$ cat config.mk
export PLATFORM = sky130hd
export DESIGN_NAME = sbuf_top
export DESIGN_NICKNAME = d
export VERILOG_FILES = /design/src/rtl/sbuf_pkg.sv /design/src/rtl/sbuf_ctrl.sv /design/src/rtl/sbuf_window_net.sv /design/src/rtl/sbuf_top.sv
export SDC_FILE = /design/constraint.sdc
export NUM_CORES = 1
export LEC_CHECK = 0
export ABC_AREA = 1
export BUFFER_PORTS_ARGS = -buffer_cell sky130_fd_sc_hd__buf_2
export CAP_MARGIN = 0
export CELL_PAD_IN_SITES_DETAIL_PLACEMENT = 0
export CELL_PAD_IN_SITES_GLOBAL_PLACEMENT = 1
export CORE_AREA = 8 8 247 249
export CTS_CLUSTER_SIZE = 16
export DETAILED_ROUTE_END_ITERATION = 10
export DIE_AREA = 0 0 255 257
export PLACE_DENSITY = 0.58
export SYNTH_ARGS = -nofsm -noshare
export SYNTH_HDL_FRONTEND = slang
export SYNTH_SLANG_ARGS = --single-unit
$ cat constraint.sdc
create_clock -name clk -period 11.8 [get_ports clk]
set_input_delay 1.18 -clock clk [delete_from_list [all_inputs] [get_ports clk]]
set_output_delay 1.18 -clock clk [all_outputs]
set_load 0.02 [all_outputs]
$ cat src/rtl/sbuf_pkg.sv
package sbuf_pkg;
  typedef enum logic {ST_IDLE, ST_RUN} run_st_e;

  function automatic int cdiv(input int num, input int den);
    return (num + den - 1) / den;
  endfunction
endpackage

$ cat src/rtl/sbuf_ctrl.sv
module sbuf_ctrl
  import sbuf_pkg::*;
#(
  parameter int LANES   = 8,
  parameter int WIN     = 4,
  parameter int NUM_WIN = 20,
  localparam int IN_BEATS  = cdiv(NUM_WIN + WIN - 1, LANES),
  localparam int OUT_BEATS = cdiv(NUM_WIN, LANES),
  localparam int CW        = $clog2(IN_BEATS + 1)
) (
  input  logic          clk,
  input  logic          rst_n,
  input  logic          start,
  input  logic          in_valid,
  input  logic          out_ready,
  output logic          in_ready,
  output logic          load_hold,
  output logic          load_nxt,
  output logic          produce,
  output logic [CW-1:0] beat_idx,
  output logic          out_valid,
  output logic          done
);
  localparam logic [CW-1:0] IB_C = CW'(IN_BEATS);
  localparam logic [CW-1:0] OB_C = CW'(OUT_BEATS);

  run_st_e       st_q, st_d;
  logic [CW-1:0] in_cnt_q, in_cnt_d, out_cnt_q, out_cnt_d;
  logic          vld_q, vld_d, done_q, done_d;
  logic          running, slot_free, in_fire, flush, last_take, kick;

  always_comb begin
    running   = (st_q == ST_RUN);
    slot_free = !vld_q || out_ready;
    in_ready  = running && (in_cnt_q < IB_C) && ((in_cnt_q == '0) || slot_free);
    in_fire   = in_valid && in_ready;
    flush     = running && (in_cnt_q == IB_C) && (out_cnt_q < OB_C) && slot_free;
    produce   = (in_fire && (in_cnt_q != '0)) || flush;
    last_take = vld_q && out_ready && (out_cnt_q == OB_C);
    kick      = (st_q == ST_IDLE) && start;

    st_d      = st_q;
    in_cnt_d  = in_cnt_q;
    out_cnt_d = out_cnt_q;
    if (kick) begin
      st_d      = ST_RUN;
      in_cnt_d  = '0;
      out_cnt_d = '0;
    end else begin
      if (last_take) st_d = ST_IDLE;
      if (in_fire)   in_cnt_d  = in_cnt_q + 1'b1;
      if (produce)   out_cnt_d = out_cnt_q + 1'b1;
    end
    vld_d  = produce ? 1'b1 : (out_ready ? 1'b0 : vld_q);
    done_d = last_take;
  end

  always_ff @(posedge clk or negedge rst_n) begin
    if (!rst_n) begin
      st_q      <= ST_IDLE;
      in_cnt_q  <= '0;
      out_cnt_q <= '0;
      vld_q     <= 1'b0;
      done_q    <= 1'b0;
    end else begin
      st_q      <= st_d;
      in_cnt_q  <= in_cnt_d;
      out_cnt_q <= out_cnt_d;
      vld_q     <= vld_d;
      done_q    <= done_d;
    end
  end

  assign load_hold = in_fire;
  assign load_nxt  = in_fire && (in_cnt_q != '0);
  assign beat_idx  = out_cnt_q;
  assign out_valid = vld_q;
  assign done      = done_q;

  p_idle_block_r2: assert property (@(posedge clk) disable iff (!rst_n)
    !running |-> !in_ready);
  p_first_no_out_r3: assert property (@(posedge clk) disable iff (!rst_n)
    (in_fire && in_cnt_q == '0) |=> !out_valid);
  p_in_limit_r5: assert property (@(posedge clk) disable iff (!rst_n)
    (in_cnt_q == IB_C) |-> !in_ready);
  p_done_pulse_r8: assert property (@(posedge clk) disable iff (!rst_n)
    done |=> !done);
endmodule

$ cat src/rtl/sbuf_window_net.sv
module sbuf_window_net #(
  parameter int DW      = 16,
  parameter int LANES   = 8,
  parameter int WIN     = 4,
  parameter int NUM_WIN = 20,
  parameter int CW      = 2,
  localparam int EXT    = LANES + WIN - 1
) (
  input  logic [LANES*DW-1:0]     hold,
  input  logic [(WIN-1)*DW-1:0]   nxt,
  input  logic [CW-1:0]           beat_idx,
  output logic [LANES*WIN*DW-1:0] win,
  output logic [LANES-1:0]        mask
);
  logic [EXT*DW-1:0] ext;
  assign ext = {nxt, hold};

  for (genvar i = 0; i < LANES; i++) begin : g_lane
    for (genvar t = 0; t < WIN; t++) begin : g_tap
      assign win[(i*WIN+t)*DW +: DW] = ext[(i+t)*DW +: DW];
    end
    assign mask[i] = (int'(beat_idx) * LANES + i) < NUM_WIN;
  end
endmodule

$ cat src/rtl/sbuf_top.sv
module sbuf_top
  import sbuf_pkg::*;
#(
  parameter int DW      = 16,
  parameter int LANES   = 8,
  parameter int WIN     = 4,
  parameter int NUM_WIN = 20,
  localparam int CW     = $clog2(cdiv(NUM_WIN + WIN - 1, LANES) + 1)
) (
  input  logic                    clk,
  input  logic                    rst_n,
  input  logic                    start,
  input  logic                    in_valid,
  output logic                    in_ready,
  input  logic [LANES*DW-1:0]     in_data,
  output logic                    win_valid,
  input  logic                    out_ready,
  output logic [LANES*WIN*DW-1:0] win_data,
  output logic [LANES-1:0]        lane_mask,
  output logic                    done
);
  logic                    load_hold, load_nxt, produce;
  logic [CW-1:0]           beat_idx;
  logic [LANES*DW-1:0]     hold_q;
  logic [(WIN-1)*DW-1:0]   nxt;
  logic [LANES*WIN*DW-1:0] win_d, win_q;
  logic [LANES-1:0]        mask_d, mask_q;

  sbuf_ctrl #(.LANES(LANES), .WIN(WIN), .NUM_WIN(NUM_WIN)) ctrl_i (
    .clk(clk), .rst_n(rst_n), .start(start), .in_valid(in_valid),
    .out_ready(out_ready), .in_ready(in_ready), .load_hold(load_hold),
    .load_nxt(load_nxt), .produce(produce), .beat_idx(beat_idx),
    .out_valid(win_valid), .done(done)
  );

  assign nxt = load_nxt ? in_data[(WIN-1)*DW-1:0] : '0;

  sbuf_window_net #(.DW(DW), .LANES(LANES), .WIN(WIN), .NUM_WIN(NUM_WIN), .CW(CW)) net_i (
    .hold(hold_q), .nxt(nxt), .beat_idx(beat_idx), .win(win_d), .mask(mask_d)
  );

  always_ff @(posedge clk) begin
    if (load_hold) hold_q <= in_data;
    if (produce) begin
      win_q  <= win_d;
      mask_q <= mask_d;
    end
  end

  assign win_data  = win_q;
  assign lane_mask = mask_q;

  p_stall_hold_r7: assert property (@(posedge clk) disable iff (!rst_n)
    (win_valid && !out_ready) |=> (win_valid && $stable(win_data) && $stable(lane_mask)));
  p_stall_noin_r7: assert property (@(posedge clk) disable iff (!rst_n)
    (win_valid && !out_ready) |-> !in_ready);
  p_mask_lane0_r6: assert property (@(posedge clk) disable iff (!rst_n)
    win_valid |-> lane_mask[0]);
  p_mask_prefix_r6: assert property (@(posedge clk) disable iff (!rst_n)
    win_valid |-> $onehot0(lane_mask + 1'b1));
endmodule

==> metrics, run 1 <==
vias in the first global route=6,761; Worst-Skew Late Latency=0.52 ns; yosys warns=0; Min-Delay Endpoint=win_data[335]; DPL Wire Length=around 25,000 um; Ports=between 600 and 700; Global Route met1 Usage=9.96%; CTS tree=built; first-pass GRT wire length=45,300 um; initial antenna violation count=3; Clk pin slew, worst setup/hold paths=about 0.060 ns; dominant synthesized flop cell=edfxtp_1; Req. time, crit path=~12 ns; largest net degree at the start of global routing=70; layout cells sized above 1=between 60% and 70%; Hold-fix buffers, CTS=0; ys async rst share=under 10%; CP endpoint kind=flip-flop; postcts setup bufs=0; WHS Path Cells=0; Final TNS setup=0 ns; hold path startpoint=hold_q[95]; # rows=slightly below 90; first-iteration detailed-routing DRC count=330; Clock Path Buffers=3; Root Driver=clkbuf_16; leakage power=around 6.6 nW; Pwr per Cell Area=321 nW/um2; Yosys top cell area share=between 70 and 80%; die footprint=between 60,000 and 70,000 um2; max_cap viols=0; Via density=3.39; post-synthesis sequential area ratio=approximately three quarters; Initial Util=between 20% and 30%; final core utilization=approximately 27%; Hold Crit Class=flip-flop to flip-flop; syn_area_per_cell=roughly 16 um2; crit path launch type=input port; Syn-to-layout area delta=22.2%; Synth area leaders=edfxtp_1 73%, buf_4 20%, inv_1 1.7%; final setup violation count=0; CP max FO=approximately 70; Worst Tran Pin Value=between 0.9 and 1 ns; Routed WL=32,500 um; Hold Vio Cnt, Final=0; H-Tree Depth=2; Final Max Slew Viols=0; r2r startpoint=ctrl_i.in_cnt_q[0]; syn nets=between 900 and 1k; post_cts resized=0; global route hottest layer=met2; Cell Area, Synth=between 10,000 and 15,000 um2; RSZ-0062 raised after global routing=no; Die Wd=255 um; EDFF count, synth=just over 300; met2 Resource Use GR=16.4%; slew margin rel.=between 30% and 40%; via count=about 6.6k; drc violations=0; nets=between 1k and 1.5k; post-synthesis cell type count=16; maximum vdd ir drop=0.000185 V; #FFs+latches synth=roughly 310; WS Path Type=input port to flip-flop; I/O Buffers=655; Worst EP arrival=around 3.9 ns; Synth top cells by count=342 x buf_4, 306 x edfxtp_1, 58 x inv_1; outcome=completed; clock buffer count from CTS=35; total gr overflow=0; Fin Clk Skew=about 0.017 ns; post-layout min period=~3.8 ns; Reg2Reg Setup Slack=slightly above 8 ns; R2R depth=5; core area=roughly 57,000 um2; clock sink count=313; maximum clock frequency=around 0.26 GHz; WL/cell=~17 um; Final Wtd Congestion=0.796; Final Cycle Share=32.3%; Final ANT Viol Nets=0; Yosys top cell by area=edfxtp_1; DR pass1 iterations=4; GR Layer Usage met3=2.60%; top-count cell post-synth=buf_4; Syn Inst Count=~800; Overall Global Routing Usage=a little under a tenth; Die H=approximately 260 um; R2R Path End=win_data[449]
area by class of cell:
class / instances / area, um2
antenna: 1 / 2.50
clock buffer: 40 / 937
clock inverter: 23 / 191
fill: 5922 / 41700
inverter: 59 / 221
multi-input combinational: 77 / 373
sequential: 313 / 9360
tap: 765 / 957
timing repair buffer: 659 / 3310
placed cells by master (no fill, tap or decap), types with 2 or more instances in the layout:
cell type  instances
buf_2            655
edfxtp_1         306
inv_1             58
nor2_1            50
clkbuf_16         37
clkinv_1          10
nand2_1            9
nand3_1            7
dfrtp_1            7
clkinv_2           6
buf_4              4
ha_1               3
bufinv_16          3
clkbuf_1           3
nor2_4             2
nand4_1            2
clkinv_4           2
report_power, final:
group	leakage [nW]	total, mW	switching, mW	internal [mW]
sequential	2.98	1.98	0.226	1.75
clock	0.554	1.07	0.432	0.636
combinational	3.11	1.88	1.40	0.474
total	6.65	4.93	2.06	2.86
worst max-delay path, stage by stage:
cell and delay, ns:
buf_2 0.09, inv_1 0.05, nand2_2 0.10, nand4_4 0.70, nand2_4 0.90, buf_4 0.81
stage by stage:
step | cells | total power [mW] | setup slack [ns] | cell area, um2 | hold WS [ns]
3_5_place_dp | 1873 | 3.93 | 7.34 | 14200 | 0.405
2_1_floorplan | 796 | 3.70 | 5.93 | 12600 | 0.400
3_3_place_gp | 1873 | 3.93 | 7.43 | 14200 | 0.401
4_1_cts | 1936 | 5.04 | 7.89 | 15400 | 0.415
5_1_grt | 1936 | 5.17 | 7.67 | 15400 | 0.420
6_report | 1937 | 4.93 | 7.99 | 15400 | 0.414
routing by layer:
| layer | up-vias | routed length (um) |
|---|---|---|
| met3 | 38 | 2550 |
| li1 | 3046 | - |
| met4 | 0 | 766 |
| met5 | - | 0 |
| met2 | 357 | 16900 |
| met1 | 3116 | 12300 |
sequential cells by signal, indices dropped and copies added, names as in the netlist:
signal / cells
ctrl_i.beat_idx: 2
ctrl_i.out_valid: 1
win_data: 176
ctrl_i.in_cnt_q: 2
lane_mask: 2
ctrl_i.running: 1
ctrl_i.done: 1
hold_q: 128
how the worst max path moves through the flow:
stage	startpoint	end	cells after the start
final	out_ready	win_data[449]	6
after global routing	out_ready	win_data[463]	6
after global placement	out_ready	win_data[326]	6
after floorplan	out_ready	lane_mask[3]	4
after detailed placement	out_ready	win_data[326]	6
after CTS	out_ready	win_data[460]	6
logic make-up after synthesis:
logic type	after synthesis	synth area share (%)
fa+ha+maj	3	0.299
buf+inv	406	22.6
simple gates	73	2.53
flops	313	74.5
compound gates	1	0.0398
No activity file was read; power rests on OpenSTA's default activity.
==> run 2: changes to the inputs <==
- CORE_AREA: 8 8 247 249 -> 8 8 246 248
- DIE_AREA: 0 0 255 257 -> 0 0 254 256
- PLACE_DENSITY: 0.58 -> 0.6
- clock period: 11.8 -> 3.1 ns (I/O delays scaled with it)
==> run 2 against run 1 <==
  * Die area is 0.78% lower
  * Combinational power rose to 4.0 times the previous value
  * Sequential share of layout area is 5.0 points lower
  * Final area rose by 8.9%
  * Power grew to 3.9 times the previous value
  * Critical path type is now flip-flop to flip-flop
  * Sequential cell count unchanged
  * Non-clock buffer count up 132
==> metrics, run 2 (synthesis gave the netlist of run 1 again) <==
Final ANT Viol Nets=0; total gr overflow=0; drc violations=0; Comb power frac=around two fifths; Via density=between 3 and 4; slew margin rel.=55.1%; CTS tree=built; vias in the first global route=approximately 7.6k; WL/cell=roughly 16 um; max_cap viols=0; Fin Clk Skew=0.0211 ns; first-iteration detailed-routing DRC count=255; Psw=a little under 8 mW; clock sink count=313; CP Buf/Inv Count=1; dpl cells=1,876; P_int=11.1 mW; H-Tree Depth=2; layout cells sized above 1=55.5%; Req. time, crit path=3.29 ns; I/O Buffers=between 600 and 700; placed inst area=14,300 um2; cell family with most CP delay=simple AND/OR/NAND/NOR gates; via count=approximately 7k; DPL Wire Length=between 20,000 and 25,000 um; Initial Util=between 20 and 25%; met1 wire length=roughly 13,000 um; Overall Global Routing Usage=9.53%; # rows=between 80 and 90; WS Path Type=flip-flop to flip-flop; Critical Path Max Stage Delay=about 0.49 ns; Hold-fix buffers, CTS=approximately 130; Final Wtd Congestion=between 0.7 and 0.8; commonest non-fill, non-tap cell in the layout=buf_2; crit path launch type=flip-flop; DR pass1 iterations=4; Crit-path slowest cell=nand2_8; Routed WL=around 34,000 um; pre-CTS WS=0.908 ns; maximum vdd ir drop=0.000965 V; clock buffer count from CTS=36; Final Cycle Share=between 70% and 80%; Clock Path Buffers=3; Clk pin slew, worst setup/hold paths=0.06 ns; Ports=656; nets=roughly 1.4k; power share of the sequential group=about 40%; post_cts resized=0; Die H=approximately 260 um; max FFs per register=176; Switching Fraction=41.8%; initial antenna violation count=4; largest net degree at the start of global routing=68; post-layout min period=2.19 ns; Tot Pwr=between 15 and 20 mW; first-pass GRT wire length=47,500 um; wire length on met3=around 3000 um; core area=around 57,000 um2; CP endpoint kind=flip-flop; RSZ-0062 raised after global routing=no; setup ws final=0.914 ns; Hold Vio Cnt, Final=0; outcome=completed; Final TNS setup=0 ns; Root Driver=clkbuf_16; cell area after layout=16,700 um2; Worst-Skew Late Latency=approximately 0.53 ns; Cell Chain, Critical Path=ha_1 > nor2_1 > nand3_1 > nand2_8 > buf_12; Fill cells=about 5.8k; final setup violation count=0; Worst EP arrival=between 2 and 2.5 ns; fin cells=between 2k and 2.5k; leakage power=7.20 nW; clock share of power=a little over a fifth; CP max FO=55; Pwr per Cell Area=1140 nW/um2; highest metal used=met5; Hold Crit Class=input port to flip-flop; Die Wd=about 250 um; Final Max Slew Viols=0; postcts setup bufs=0; Syn-to-layout area delta=33.1%; die footprint=approximately 65,000 um2; Worst Tran Pin Value=between 0.6 and 0.7 ns; Met2 Wirelength=roughly 17,000 um; maximum clock frequency=0.457 GHz; commonest non-fill, non-tap cells in the layout=655 x buf_2, 306 x edfxtp_1, 129 x dlygate4sd3_1, 57 x inv_1, 50 x nor2_1
==> run 2: changes by cell type in the layout (fill, tap and decap cells not counted), sizes merged <==
cell         previous run  this run
buf                   659       662
bufinv                  3         2
clkbuf                 40        44
clkinv                 18        11
clkinvlp                1         2
dlygate4sd3             0       129
==> run 2: worst paths after layout <==
kind | startpoint | end | slack [ns] | depth (start not counted)
min in group asynchronous | rst_n | ctrl_i.in_cnt_q[0] | 0.15 | 2
min | out_ready | ctrl_i.done | 0.05 | 3
max in group asynchronous | rst_n | ctrl_i.done | 2.77 | 2
min reg2reg | hold_q[1] | win_data[1] | 0.41 | 0
max reg2reg | ctrl_i.beat_idx[0] | win_data[206] | 0.91 | 5
max | ctrl_i.beat_idx[0] | win_data[206] | 0.91 | 5
==> run 2: worst reg2reg max path: stages, from the launching register on <==
cell	delay [ns]
dfrtp_1	0.40
ha_1	0.23
nor2_1	0.11
nand3_1	0.24
nand2_8	0.49
buf_12	0.34
==> run 2: through the flow <==
step / hold slack [ns] / util (%)
2_1_floorplan: 0.0144 / -
3_3_place_gp: 0.155 / 25.2
3_5_place_dp: 0.160 / 25.2
4_1_cts: 0.0101 / 29.4
5_1_grt: 0.0313 / 29.4
6_report: 0.0473 / 29.4
==> run 2: layout make-up <==
class	instances	area (um2)	share of cell area, %
sequential	313	9360	56.0
timing repair buffer	791	4680	28.0
clock buffer	44	962	5.75
tap	765	957	5.72
multi-input combinational	77	394	2.36
inverter	59	221	1.32
clock inverter	16	141	0.845
antenna	1	2.50	0.0150
==> run 2: per-layer routing <==
| metal | track usage [%] | vias up |
|---|---|---|
| li1 | - | 3310 |
| met1 | 10.7 | 3408 |
| met2 | 17.0 | 343 |
| met3 | 2.82 | 46 |
| met4 | 3.02 | 2 |
| met5 | 0 | - |
==> run 2: power groups by stage <==
stage / combinational, mW / sequential, mW / clock [mW]
2_1_floorplan: 5.29 / 8.58 / 0
3_3_place_gp: 7.54 / 7.55 / 0
5_1_grt: 7.89 / 7.70 / 4.35
3_5_place_dp: 7.51 / 7.61 / 0
6_report: 7.48 / 7.51 / 4.01
4_1_cts: 7.64 / 7.55 / 4.21
==> run 3: changes to the inputs <==
- clock period: 3.1 -> 1.8 ns (I/O delays scaled with it)
==> run 3 against run 2 <==
  * The run now ends with negative setup slack left
  * Critical endpoint is now hold_q[100]
  * Cell count up 3.4%
  * Via count up 4.4%
  * Critical path type unchanged
  * Largest cell class unchanged
  * Die area did not move
  * Largest power group is now combinational logic
  * Critical path depth is 3 higher
  * Global-route usage rose by 0.14 points
  * Non-clock buffer count grew 71
  * Combinational power is 100% higher
  * Worst setup slack lost 0.92 ns
  * Sequential power up 74%
==> metrics, run 3 (synthesis gave the netlist of run 1 again) <==
die footprint=between 60,000 and 70,000 um2; Clk pin slew, worst setup/hold paths=about 0.060 ns; maximum vdd ir drop=about 0.001 V; clock buffer count from CTS=36; first-pass GRT wire length=slightly below 50,000 um; # rows=88; Crit-path slowest cell=dfrtp_2; Final ANT Viol Nets=0; Fill cells=~5.7k; fin cells=2,137; Req. time, crit path=2.03 ns; Routed WL=36,800 um; max FFs per register=between 150 and 200; r2r startpoint=ctrl_i.in_cnt_q[0]; setup ws final=-0.00154 ns; Pwr per Cell Area=between 2000 and 2500 nW/um2; CP endpoint kind=flip-flop; Multi-input gate area=between 400 and 500 um2; drc violations=0; via count=7,424; Storage cell area=approximately 9400 um2; Clock Path Buffers=3; Final Max Slew Viols=0; DPL Wire Length=around 27,000 um; vias in the first global route=~7.8k; initial antenna violation count=1; WL/cell=~17 um; crit path launch type=flip-flop; placed inst area=14,700 um2; post-layout min period=~1.8 ns; Hold Vio Cnt, Final=0; Final Cycle Share=100%; I/O Buffers=~660; Fin Clk Skew=approximately 0.010 ns; Tot Pwr=around 36 mW; slew margin rel.=between 70 and 80%; hold path startpoint=start; Die H=256 um; cell area after layout=around 18,000 um2; Final Wtd Congestion=approximately 0.82; Via density=between 3 and 4; outcome=complete, but fails checks; Critical Path Max Stage Delay=0.44 ns; Worst-Skew Late Latency=roughly 0.52 ns; failing checks=negative setup slack; nets=between 1k and 1.5k; commonest non-fill, non-tap cells in the layout=654 x buf_2, 306 x edfxtp_1, 131 x dlygate4sd3_1, 55 x inv_1, 49 x nor2_1; Hold Crit Class=input port to flip-flop; dpl cells=1,919; Ports=roughly 660; CTS tree=built; pre-CTS WS=0.0611 ns; CP max FO=8; commonest non-fill, non-tap cell in the layout=buf_2; clock sink count=313; Initial Util=22.1%; WS Path Type=flip-flop to flip-flop; final setup violation count=8; Worst EP arrival=2.04 ns; final core utilization=a little under a third; total gr overflow=0; leakage power=roughly 7.7 nW; RSZ-0062 raised after global routing=yes; first-iteration detailed-routing DRC count=around 340; Overall Global Routing Usage=just under 10%; CP startpoint=ctrl_i.in_cnt_q[0]; n_diodes=0; layout cells sized above 1=between 50% and 60%; Syn-to-layout area delta=41.2%; max_cap viols=0; DR pass1 iterations=4; H-Tree Depth=2; maximum clock frequency=between 0.5 and 0.6 GHz; Die Wd=between 200 and 300 um; Worst Tran Pin Value=0.370 ns; Root Driver=clkbuf_16; Cell Chain, Critical Path=ha_4 > nor2_4 > nand2_2 > buf_6 > nor2_4 > buf_6 > buf_12 > clkbuf_16; core area=around 57,000 um2; largest net degree at the start of global routing=30
-- run 3: cell types whose count changed in the layout (fill, tap and decap cells not counted), sizes merged --
cell	change
diode	-1
inv	+1
bufinv	+3
clkinv	-3
dlygate4sd3	+2
buf	+59
clkbuf	+10
-- run 3: cell type report --
cell class	instances	area share [%]
Timing Repair Buffer	862	31.5
Clock inverter	17	1.24
Inverter	59	1.25
Multi-Input combinational cell	77	2.43
Clock buffer	44	5.37
Tap cell	765	5.39
Sequential cell	313	52.8
-- run 3: worst paths after layout --
| check | to | cells past startpoint | slack, ns |
|---|---|---|---|
| setup / recovery | hold_q[100] | 8 | -0.002 |
| hold / removal | ctrl_i.running | 3 | 0.08 |
| setup reg to reg | hold_q[100] | 8 | -0.002 |
| hold reg to reg | win_data[326] | 0 | 0.41 |
| max in group asynchronous | ctrl_i.in_cnt_q[0] | 3 | 0.92 |
| min in group asynchronous | ctrl_i.done | 3 | 0.61 |
-- run 3: stage by stage --
step	hold slack (ns)	TNS (ns)
after floorplan	-0.116	-226.12
after global placement	0.0262	0
after detailed placement	0.0268	0
after CTS	0.0269	-0.0261
after global routing	0.0998	-7.63
final	0.0809	-0.00940
-- run 3: what timing repair did --
action,in CTS,in global routing
hold endpoints to repair,181,0
hold buffers,131,0
setup buffers,1,13
pin swaps,1,7
gates cloned,0,12
resized for setup,7,43
setup endpoints to repair,1,224
-- run 3: worst max-delay path, delay by kind of cell, from the launching register on --
family,cells,cell delay (ns)
buffers and inverters,4,0.57
and+or+nand+nor,3,0.32
adders and majority gates,1,0.18
DFF,1,0.44
-- run 3: per-layer routing --
| layer | GRT usage [%] | wire length (um) | share of wire, % |
|---|---|---|---|
| met1 | 10.5 | 14200 | 39 |
| met5 | 0 | 0 | 0 |
| met2 | 17.6 | 18700 | 51 |
| met4 | 3.64 | 1100 | 3.0 |
| met3 | 2.69 | 2800 | 7.6 |
-- run 3: report_power, final --
part / leakage (nW) / internal, mW / switching [mW]
Combinational: 4.17 / 5.30 / 9.98
Sequential: 2.98 / 11.4 / 1.62
Clock: 0.565 / 4.48 / 2.77
